File: src/rtl/blk_da_fir_pkg.sv
package blk_da_fir_pkg;

  typedef struct packed {
    logic       load;
    logic       step;
    logic       signBit;
    logic       last;
    logic [7:0] bitIdx;
  } ctrlStrobe_t;

  // bank coefficient for channel ch, tap k
  function automatic int coefVal(input int ch, input int k, input int ntaps);
    int m;
    m = (k < ntaps - 1 - k) ? k : ntaps - 1 - k;
    case (ch % 4)
      0: return 4096 * (m + 1);
      1: return 8191 * (m + 1);
      2: return (((k % 2) == 0) ? 2000 : -2000) * (m + 1);
      default: return (m == ntaps / 2 - 1) ? -32768 : 5000 * m - 7000;
    endcase
  endfunction

  // offset-binary partial sum: each address bit weights its tap by +1 or -1
  function automatic int entryVal(input int ch, input int sidx, input int a,
                                  input int subn, input int ntaps);
    int s;
    s = 0;
    for (int t = 0; t < subn; t++) begin
      if (((a >> t) & 1) == 1) s = s + coefVal(ch, sidx * subn + t, ntaps);
      else                     s = s - coefVal(ch, sidx * subn + t, ntaps);
    end
    return s;
  endfunction

  function automatic longint coefSum(input int ch, input int ntaps);
    longint s;
    s = 0;
    for (int k = 0; k < ntaps; k++) s = s + longint'(coefVal(ch, k, ntaps));
    return s;
  endfunction

endpackage

File: src/rtl/blk_da_fir_lut.sv
module blk_da_fir_lut
  import blk_da_fir_pkg::*;
#(
  parameter int W     = 16,
  parameter int SUBN  = 4,
  parameter int NTAPS = 8,
  parameter int NCH   = 4,
  parameter int SIDX  = 0,
  parameter int CHW   = 2,
  parameter int TW    = 19
) (
  input  logic [CHW-1:0]       chan,
  input  logic [SUBN-1:0]      addr,
  output logic signed [TW-1:0] partial
);
  localparam int HALF = 2 ** (SUBN - 1);

  logic signed [TW-1:0] rom [NCH][HALF];

  for (genvar gc = 0; gc < NCH; gc++) begin : g_chan
    for (genvar ga = 0; ga < HALF; ga++) begin : g_entry
      localparam int ENTRY = entryVal(gc, SIDX, ga, SUBN, NTAPS);
      assign rom[gc][ga] = TW'(ENTRY);
    end
  end

  logic                 topBit;
  logic [SUBN-2:0]      lowAddr;
  logic signed [TW-1:0] rawVal;

  always_comb begin
    topBit  = addr[SUBN-1];
    lowAddr = topBit ? ~addr[SUBN-2:0] : addr[SUBN-2:0];
    rawVal  = rom[chan][lowAddr];
    partial = topBit ? -rawVal : rawVal;
  end

endmodule

File: src/rtl/blk_da_fir_ctrl.sv
module blk_da_fir_ctrl
  import blk_da_fir_pkg::*;
#(
  parameter int W = 16
) (
  input  logic        clk,
  input  logic        rst,
  input  logic        inValid,
  output logic        inReady,
  output ctrlStrobe_t strobe
);
  typedef enum logic {S_IDLE, S_RUN} state_t;

  state_t     state;
  logic [7:0] bitCnt;

  always_ff @(posedge clk) begin
    if (rst) begin
      state  <= S_IDLE;
      bitCnt <= '0;
    end else begin
      case (state)
        S_IDLE: if (inValid) begin
          state  <= S_RUN;
          bitCnt <= '0;
        end
        default: begin
          if (bitCnt == 8'(W - 1)) state <= S_IDLE;
          else bitCnt <= bitCnt + 8'd1;
        end
      endcase
    end
  end

  always_comb begin
    inReady        = (state == S_IDLE);
    strobe.load    = inValid && (state == S_IDLE);
    strobe.step    = (state == S_RUN);
    strobe.bitIdx  = bitCnt;
    strobe.signBit = (state == S_RUN) && (bitCnt == 8'(W - 1));
    strobe.last    = (state == S_RUN) && (bitCnt == 8'(W - 1));
  end

  AST_ACCEPT_BUSY: assert property (@(posedge clk) disable iff (rst)
    (inValid && inReady) |=> !inReady);
  AST_CNT_RANGE: assert property (@(posedge clk) disable iff (rst)
    strobe.step |-> (strobe.bitIdx < 8'(W)));

endmodule

File: src/rtl/blk_da_fir_dpath.sv
module blk_da_fir_dpath
  import blk_da_fir_pkg::*;
#(
  parameter int W     = 16,
  parameter int L     = 2,
  parameter int NTAPS = 8,
  parameter int NCH   = 4,
  parameter int SUBN  = 4,
  parameter int CHW   = 2,
  parameter int YW    = 35
) (
  input  logic              clk,
  input  logic              rst,
  input  ctrlStrobe_t       strobe,
  input  logic [CHW-1:0]    chSel,
  input  logic [L*W-1:0]    dataIn,
  output logic              outValid,
  output logic [L*YW-1:0]   yOut
);
  localparam int NWIN = NTAPS + L - 1;
  localparam int NHIS = NTAPS - 1;
  localparam int NSUB = NTAPS / SUBN;
  localparam int TW   = W + $clog2(SUBN) + 1;
  localparam int ACCW = YW + 2;

  logic [W-1:0]           hist    [NHIS];
  logic [W-1:0]           win     [NWIN];
  logic [W-1:0]           full    [NWIN];
  logic [CHW-1:0]         chLatch;
  logic signed [ACCW-1:0] acc     [L];
  logic signed [ACCW-1:0] accNext [L];
  logic signed [ACCW-1:0] hNeg    [NCH];
  logic signed [TW-1:0]   partial [L][NSUB];
  logic [SUBN-1:0]        lutAddr [L][NSUB];

  // correction seed per bank: minus the coefficient sum (doubled domain)
  for (genvar gc = 0; gc < NCH; gc++) begin : g_seed
    localparam longint HSUM = coefSum(gc, NTAPS);
    assign hNeg[gc] = -ACCW'(HSUM);
  end

  // window assembled from history plus the incoming block
  always_comb begin
    for (int m = 0; m < NWIN; m++) begin
      if (m < NHIS) full[m] = hist[m];
      else          full[m] = dataIn[(m - NHIS) * W +: W];
    end
  end

  // table addressing: output i, sub-table s, bit t reads tap s*SUBN+t
  for (genvar gi = 0; gi < L; gi++) begin : g_out
    for (genvar gs = 0; gs < NSUB; gs++) begin : g_sub
      for (genvar gt = 0; gt < SUBN; gt++) begin : g_bit
        assign lutAddr[gi][gs][gt] = win[NTAPS - 1 + gi - (gs * SUBN + gt)][0];
      end
      blk_da_fir_lut #(
        .W(W), .SUBN(SUBN), .NTAPS(NTAPS), .NCH(NCH),
        .SIDX(gs), .CHW(CHW), .TW(TW)
      ) u_lut (
        .chan    (chLatch),
        .addr    (lutAddr[gi][gs]),
        .partial (partial[gi][gs])
      );
    end
  end

  logic signed [ACCW-1:0] sumD [L];
  logic signed [ACCW-1:0] term [L];

  always_comb begin
    for (int i = 0; i < L; i++) begin
      sumD[i] = '0;
      for (int s = 0; s < NSUB; s++) sumD[i] = sumD[i] + ACCW'(partial[i][s]);
      term[i]    = sumD[i] <<< strobe.bitIdx;
      accNext[i] = strobe.signBit ? (acc[i] - term[i]) : (acc[i] + term[i]);
    end
  end

  always_ff @(posedge clk) begin
    if (rst) begin
      outValid <= 1'b0;
      chLatch  <= '0;
      yOut     <= '0;
      for (int m = 0; m < NHIS; m++) hist[m] <= '0;
      for (int m = 0; m < NWIN; m++) win[m]  <= '0;
      for (int i = 0; i < L; i++)    acc[i]  <= '0;
    end else begin
      outValid <= strobe.step && strobe.last;
      if (strobe.load) begin
        chLatch <= chSel;
        for (int m = 0; m < NWIN; m++) win[m]  <= full[m];
        for (int m = 0; m < NHIS; m++) hist[m] <= full[m + L];
        for (int i = 0; i < L; i++)    acc[i]  <= hNeg[chSel];
      end else if (strobe.step) begin
        for (int m = 0; m < NWIN; m++) win[m] <= win[m] >> 1;
        for (int i = 0; i < L; i++)    acc[i] <= accNext[i];
        if (strobe.last) begin
          for (int i = 0; i < L; i++) yOut[i * YW +: YW] <= YW'(accNext[i] >>> 1);
        end
      end
    end
  end

  for (genvar gi = 0; gi < L; gi++) begin : g_chk
    AST_OBC_EVEN: assert property (@(posedge clk) disable iff (rst)
      (strobe.step && strobe.last) |-> (accNext[gi][0] == 1'b0));
    AST_NO_OVERFLOW: assert property (@(posedge clk) disable iff (rst)
      (strobe.step && strobe.last) |->
        ((accNext[gi][ACCW-1:YW] == '0 && !accNext[gi][YW]) ||
         (accNext[gi][ACCW-1:YW] == '1 &&  accNext[gi][YW])));
  end

  AST_CH_HOLD: assert property (@(posedge clk) disable iff (rst)
    (strobe.step && !strobe.last) |=> $stable(chLatch));
  AST_VALID_PULSE: assert property (@(posedge clk) disable iff (rst)
    outValid |=> !outValid);

endmodule

File: src/rtl/blk_da_fir.sv
module blk_da_fir
  import blk_da_fir_pkg::*;
#(
  parameter  int W     = 16,
  parameter  int L     = 2,
  parameter  int NTAPS = 8,
  parameter  int NCH   = 4,
  parameter  int SUBN  = 4,
  localparam int CHW   = $clog2(NCH),
  localparam int YW    = 2 * W + $clog2(NTAPS)
) (
  input  logic            clk,
  input  logic            rst,
  input  logic            inValid,
  output logic            inReady,
  input  logic [CHW-1:0]  chSel,
  input  logic [L*W-1:0]  dataIn,
  output logic            outValid,
  output logic [L*YW-1:0] yOut
);
  ctrlStrobe_t strobe;

  blk_da_fir_ctrl #(.W(W)) u_ctrl (
    .clk     (clk),
    .rst     (rst),
    .inValid (inValid),
    .inReady (inReady),
    .strobe  (strobe)
  );

  blk_da_fir_dpath #(
    .W(W), .L(L), .NTAPS(NTAPS), .NCH(NCH), .SUBN(SUBN), .CHW(CHW), .YW(YW)
  ) u_dpath (
    .clk      (clk),
    .rst      (rst),
    .strobe   (strobe),
    .chSel    (chSel),
    .dataIn   (dataIn),
    .outValid (outValid),
    .yOut     (yOut)
  );

endmodule

File: config.mk
export PLATFORM = sky130hd
export DESIGN_NAME = blk_da_fir
export DESIGN_NICKNAME = d
export VERILOG_FILES = /design/src/rtl/blk_da_fir_pkg.sv /design/src/rtl/blk_da_fir_lut.sv /design/src/rtl/blk_da_fir_ctrl.sv /design/src/rtl/blk_da_fir_dpath.sv /design/src/rtl/blk_da_fir.sv
export SDC_FILE = /design/constraint.sdc
export NUM_CORES = 1
export LEC_CHECK = 0
export ABC_AREA = 1
export CELL_PAD_IN_SITES_DETAIL_PLACEMENT = 1
export CELL_PAD_IN_SITES_GLOBAL_PLACEMENT = 2
export CORE_ASPECT_RATIO = 0.6
export CORE_UTILIZATION = 37
export CTS_CLUSTER_SIZE = 25
export DETAILED_ROUTE_END_ITERATION = 6
export PLACE_DENSITY_LB_ADDON = 0.1
export SYNTH_ARGS = -nofsm -noshare
export SYNTH_HDL_FRONTEND = slang
export SYNTH_HIERARCHICAL = 1
export SYNTH_SLANG_ARGS = --single-unit
File: constraint.sdc
create_clock -name clk -period 8.85 [get_ports clk]
set_clock_uncertainty 0.15 [all_clocks]
set_input_delay 1.77 -clock clk [delete_from_list [all_inputs] [get_ports clk]]
set_output_delay 1.77 -clock clk [all_outputs]
set_load 0.03 [all_outputs]
==> results of run 1 <==
## registers in the layout, indices dropped and copies added (netlist names)
register	cells
u_dpath/win	144
u_dpath/yOut	70
u_ctrl/state	1
u_ctrl/bitCnt	8
u_dpath/chLatch	2
u_dpath/hist	112
u_dpath/outValid	1
u_dpath/acc	72
## per-layer routing
layer | global-route usage | wire length [um] | vias to the layer above
li1 | - | - | 15410
met1 | 0.3993 | 61770 | 14660
met2 | 0.3055 | 38850 | 532
met3 | 0.04035 | 6200 | 57
met4 | 0.02959 | 957 | 0
met5 | 0 | 0 | -
## layout make-up
type | instances | area share
well taps | 1218 | 0.04076
flip-flops and latches | 410 | 0.3074
clock inverters | 18 | 0.006960
inverters | 696 | 0.07064
multi-input cells | 3432 | 0.4959
repair buffers | 184 | 0.04558
clock buffers | 64 | 0.03279
## worst register-to-register path, delay by kind of cell (launching register included)
| family | cells | cell delay [ns] |
|---|---|---|
| compound gates | 5 | 0.91 |
| xor+xnor | 2 | 0.35 |
| fa+ha+maj | 2 | 0.77 |
| buf+inv | 4 | 0.63 |
| flops | 1 | 0.54 |
| simple gates | 35 | 4.63 |
## final timing paths
| check | startpoint | endpoint | slack [ns] | depth (start not counted) |
|---|---|---|---|---|
| min reg2reg | u_dpath/yOut[46]$_SDFFE_PP0P_ | u_dpath/yOut[46]$_SDFFE_PP0P_ | 0.35 | 2 |
| max | u_dpath/win[0][0]$_DFFE_PP_ | u_dpath/acc[0][34]$_DFFE_PP_ | 0.63 | 48 |
| max reg2reg | u_dpath/win[0][0]$_DFFE_PP_ | u_dpath/acc[0][34]$_DFFE_PP_ | 0.63 | 48 |
| min | u_dpath/yOut[46]$_SDFFE_PP0P_ | u_dpath/yOut[46]$_SDFFE_PP0P_ | 0.35 | 2 |
## where the power goes
group          switching [mW]  total, mW  internal (mW)
Sequential             0.0706       2.37           2.30
Clock                   0.846       1.94           1.09
Combinational            4.84       7.11           2.27
Total                    5.76       11.4           5.66
## stage by stage
stage | cell area, um^2 | std cells | util
2_1_floorplan | 33500 | 4714 | -
3_3_place_gp | 35800 | 5933 | 0.3993
3_5_place_dp | 35800 | 5933 | 0.3993
4_1_cts | 37280 | 6015 | 0.4158
5_1_grt | 37390 | 6022 | 0.4171
6_report | 37390 | 6022 | 0.4171
## synthesized netlist by cell type, types with 3 or more instances
| master | count | share of area |
|---|---|---|
| nand2_4 | 32 | 0.011 |
| and2_1 | 4 | 0.00075 |
| dfxtp_1 | 82 | 0.049 |
| o2111ai_1 | 3 | 0.00078 |
| a21oi_1 | 121 | 0.018 |
| a21o_1 | 9 | 0.0020 |
| conb_1 | 4 | 0.00045 |
| fa_1 | 4 | 0.0024 |
| buf_4 | 11 | 0.0025 |
| buf_2 | 44 | 0.0066 |
| nand2_1 | 1343 | 0.15 |
| nor3_2 | 9 | 0.0027 |
| o211ai_2 | 3 | 0.0011 |
| a22o_1 | 31 | 0.0081 |
| buf_1 | 21 | 0.0024 |
| o211ai_1 | 56 | 0.013 |
| or2_2 | 5 | 0.00093 |
| nor2_4 | 18 | 0.0061 |
| o21bai_1 | 6 | 0.0013 |
| ha_1 | 145 | 0.054 |
| a21boi_1 | 4 | 0.00090 |
| o21a_1 | 5 | 0.0011 |
| nand3b_1 | 14 | 0.0031 |
| nand3_2 | 72 | 0.022 |
| nand4_2 | 12 | 0.0045 |
| buf_6 | 17 | 0.0057 |
| o21ai_1 | 36 | 0.0054 |
| nor2_1 | 394 | 0.044 |
| xnor2_1 | 64 | 0.017 |
| edfxtp_1 | 328 | 0.29 |
| nand3_1 | 433 | 0.065 |
| clkbuf_1 | 81 | 0.0091 |
| nor3_1 | 12 | 0.0018 |
| o21ai_0 | 228 | 0.034 |
| nor2_2 | 38 | 0.0071 |
| nand4_1 | 87 | 0.016 |
| a21oi_2 | 7 | 0.0018 |
| nand2_2 | 92 | 0.017 |
| inv_2 | 72 | 0.0081 |
| xor2_1 | 86 | 0.022 |
| inv_1 | 620 | 0.069 |
| a31oi_1 | 13 | 0.0024 |
| o21ai_2 | 15 | 0.0039 |
## cells by family (layout without fill, tap and decap cells)
group,Yosys count,in the layout,share of synthesized area
multiplexers,2,2,0.0005977
flip-flops,410,410,0.3431
AND/OR/NAND/NOR,2577,2577,0.3565
adder cells (fa/ha/maj),149,149,0.05655
AO/OA/AOI/OAI,550,550,0.09776
XOR/XNOR,150,150,0.03922
buffers and inverters,872,962,0.1059
other,4,4,0.0004481
## repair_timing
action | CTS | global route
gates resized for setup | 0 | 18
setup buffers | 0 | 7
endpoints found under the setup margin | 0 | 24
==> impl_metrics.yaml, run 1 <==
run_status:
  status: "finished, final reports clean"
place:
  dp_hpwl_um: 84110
  dp_slack_ns: 0.05164
  place_congestion: 0.9128
  io_buffers: 108
cells_and_area:
  layout_common_cells: "nand2_1, inv_1, nand3_1"
  final_nets: 4954
  fill_cells: 11400
  areaGrowthSynthToFinish_pct: 11.63
  final_common_cell: "nand2_1"
  multi_input_area_um2: 18540
  diodes: 0
  regArea_um2: 11490
  drive_above_1_share: 0.1147
synthesis:
  yosysSeqAreaShare: 0.3431
  ys_warn_count: 6
  synth_fp_nets: 4900
  synth_edf_count: 328
  synth_seq_cells: 410
  syn-instance-count: 4714
  ys_types: 65
  syn-cell-area_um2: 33500
  synth.avg_cell_area_um2: 7.106
  ys_async_sr_fraction: 0
  synth_ff_type: "edfxtp_1"
floorplan:
  die_width_um: 390.4
  dieArea_um2: 91780
  dieHeight_um: 235.1
  initial_utilization: 0.3736
  core_um2: 89650
  rows: 85
  num_io_pins: 109
sta:
  setup_violations: 0
  period_minus_slack_ns: 8.219
  finalCritPeriodShare: 0.9286
  final_max_slew_viol_count: 0
  holdWs_ns: 0.3500
  grt_setup_unrepaired: "yes"
  setup_tns_ns: 0
  relSlewSlack: 0.3069
  timing.final.ws_setup_ns: 0.6314
  worstMarginPinSlew_ns: 1.040
  fmax_mhz: 121.7
  hold_violations: 0
flow_run:
  max-cap-violations: 0
detailed_routing:
  drt_iter0_drc: 2175
  ant_nets: 0
  drtPass1Iterations: 5
  drc: 0
  routedWlPerCell_um: 17.90
  finalWirelength_um: 107800
  vias: 30660
  vias_per_cell: 5.092
grt:
  grt_max_degree: 136
  grt_overflow: 0
  grt_antenna_before_repair: 0
  grt_pass1_wl_um: 174100
  grt_usage: 0.2359
  grt_pass1_vias: 30670
clock_network:
  clock_latency_ns: 0.63
  clock-sinks: 410
  path_clk_slew_ns: 0.06
  clockBufferDepth: 3
  cts-root-buf: "clkbuf_16"
  cts_tree: "done"
  numCtsBuffers: 44
  hold_buffers: 0
  htreeDepth: 2
power_and_ir_drop:
  peakVddDrop_v: 0.0001666
  power_density_nw_per_um2: 305.4
  p_leak_nw: 18.21
  power_mw: 11.42
critical_path:
  crit_top_cell: "nand2_1"
  path_class: "reg -> reg"
  slowest_stage: "edfxtp_1"
  start_kind: "flip-flop"
  cpLargestDelayFamily: "simple AND/OR/NAND/NOR gates"
  critPathMaxFanout: 13
  crit_buf_inv: 4
  cp.arrival_ns: 8.44
  crit_path_max_incr_delay_ns: 0.54
  cp.required_ns: 9.07
  worstSetupEndpointType: "flip-flop"
hold_path:
  hold_path.class: "reg -> reg"
No activity file was read; power rests on OpenSTA's default activity.
==> run 2, diff against run 1 <==
--- a/config.mk
+++ b/config.mk
@@ -10,6 +10,7 @@
 export CELL_PAD_IN_SITES_GLOBAL_PLACEMENT = 2
 export CORE_ASPECT_RATIO = 0.6
 export CORE_UTILIZATION = 37
+export CTS_CLUSTER_DIAMETER = 200
 export CTS_CLUSTER_SIZE = 25
 export DETAILED_ROUTE_END_ITERATION = 6
 export PLACE_DENSITY_LB_ADDON = 0.1
==> run 2 against run 1 <==
Net effect:
- global-route usage fell by 0.37 points
- power fell by 7.3%
- non-clock buffer count fell by 1
- worst hold slack got worse by 0.0067 ns
- combinational power barely moved
- sequential power barely moved
- die area did not move
- critical path depth did not move
==> impl_metrics.yaml, run 2 (synthesized netlist as in run 1, its figures left out) <==
sta:
  fmax_mhz: 122.8
  period_minus_slack_ns: 8.143
  final_max_slew_viol_count: 0
  worstMarginPinSlew_ns: 1.030
  setup_tns_ns: 0
  finalCritPeriodShare: 0.9201
  relSlewSlack: 0.3133
  timing.final.ws_setup_ns: 0.7068
  hold_violations: 0
  grt_setup_unrepaired: "yes"
  setup_violations: 0
  holdWs_ns: 0.3433
power_and_ir_drop:
  peakVddDrop_v: 0.0001539
  power_density_nw_per_um2: 290.0
  power_switching_mw: 5.571
  power_frac_seq: 0.223
  p_int_mw: 5.016
  power_mw: 10.59
  p_leak_nw: 17.77
  combPwrFrac: 0.672
  swShare: 0.5262
  p_clk_frac: 0.104
grt:
  grt_overflow: 0
  grt_antenna_before_repair: 0
  grt_usage: 0.2322
  grt_pass1_wl_um: 172100
  grt_pass1_vias: 30230
  grt_max_degree: 136
place:
  place_area_um2: 35800
  dp_hpwl_um: 84110
  place_congestion: 0.9128
  dp.cells: 5933
  dp_slack_ns: 0.05164
  io_buffers: 108
clock_network:
  clock-sinks: 410
  numCtsBuffers: 20
  htreeDepth: 1
  path_clk_slew_ns: 0.11
  clock_latency_ns: 0.63
  cts_tree: "done"
  cts-root-buf: "clkbuf_16"
  clockBufferDepth: 3
cells_and_area:
  largest_registers: "u_dpath/win: 144 flops, u_dpath/hist: 112 flops, u_dpath/acc: 72 flops"
  layout_common_cells: "nand2_1, inv_1, nand3_1"
  largest_reg_flops: 144
  drive_above_1_share: 0.1072
  final_common_cell: "nand2_1"
  fin_area_um2: 36510
  final_nets: 4929
  final_util: 0.4073
  top_register: "u_dpath/win"
  areaGrowthSynthToFinish_pct: 9.010
  diodes: 0
  final_cells: 5975
critical_path:
  reg2regPathDepth: 48
  crit_top_cell: "nand2_1"
  critPathMaxFanout: 14
  worstSetupEndpointType: "flip-flop"
  path_class: "reg -> reg"
  cp.arrival_ns: 8.36
  cp.required_ns: 9.07
  crit_path_max_incr_delay_ns: 0.40
  slowest_stage: "dfxtp_1"
  reg2reg_slack_ns: 0.71
  start_kind: "flip-flop"
detailed_routing:
  drt_iter0_drc: 2364
  routedWlPerCell_um: 17.85
  vias: 30550
  drc: 0
  ant_nets: 0
  vias_per_cell: 5.113
  finalWirelength_um: 106600
  drtPass1Iterations: 5
run_status:
  status: "finished, final reports clean"
flow_run:
  max-cap-violations: 0
hold_path:
  holdPathStages: 2
  hold_path.class: "reg -> reg"
floorplan:
  core_um2: 89650
  dieArea_um2: 91780
  die_width_um: 390.4
  rows: 85
  dieHeight_um: 235.1
  initial_utilization: 0.3736
  num_io_pins: 109
## run 2: cell types whose count changed in the layout (fill, tap and decap cells not counted), moves of 2 or more
cell       previous run  this run
clkinv_2              5         0
clkbuf_16            44        20
clkbuf_8              5         1
bufinv_16             4         0
clkinv_1              8         4
clkbuf_1             15        13
## run 2: cell type report
class | instances | area, um^2
clock buffers | 34 | 563.0
clock inverters | 2 | 46.29
fillers | 11450 | 53140
inverters | 696 | 2644
multi-input cells | 3432 | 18550
flip-flops and latches | 410 | 11490
well taps | 1218 | 1524
repair buffers | 183 | 1697
## run 2: metal layers
| layer | wire length, um | vias up | GRT usage |
|---|---|---|---|
| met5 | 0 | - | 0 |
| met4 | 746 | 0 | 0.02210 |
| met3 | 5583 | 26 | 0.03287 |
| met2 | 38710 | 519 | 0.3039 |
| met1 | 61600 | 14670 | 0.3974 |
| li1 | - | 15330 | - |
## run 2: worst paths after layout
path / start / endpoint
setup / recovery: u_dpath/chLatch[0]$_SDFFE_PP0P_ / u_dpath/acc[0][34]$_DFFE_PP_
hold / removal: u_dpath/win[0][83]$_DFFE_PP_ / u_dpath/win[0][82]$_DFFE_PP_
setup reg to reg: u_dpath/chLatch[0]$_SDFFE_PP0P_ / u_dpath/acc[0][34]$_DFFE_PP_
hold reg to reg: u_dpath/win[0][83]$_DFFE_PP_ / u_dpath/win[0][82]$_DFFE_PP_
## run 2: power by group through the flow
stage	logic, mW	clock network [mW]	registers, mW
4_1_cts	7.04	1.16	2.37
3_3_place_gp	6.96	0	2.41
5_1_grt	7.96	1.21	2.39
2_1_floorplan	5.07	0	2.40
6_report	7.12	1.11	2.37
3_5_place_dp	6.99	0	2.41
## run 2: critical path, delay by kind of cell, from the launching register on
kind / cells / cell delay, ns
simple gates: 33 / 4.21
fa+ha+maj: 3 / 1.08
compound gates: 5 / 0.90
buf+inv: 5 / 0.78
flops: 1 / 0.40
xor+xnor: 2 / 0.34
## run 2: repair_timing
item | 4_1_cts | 5_1_grt
resized for setup | 0 | 21
setup buffers | 0 | 6
setup endpoints to repair | 0 | 23
hold buffers | 0 | 0
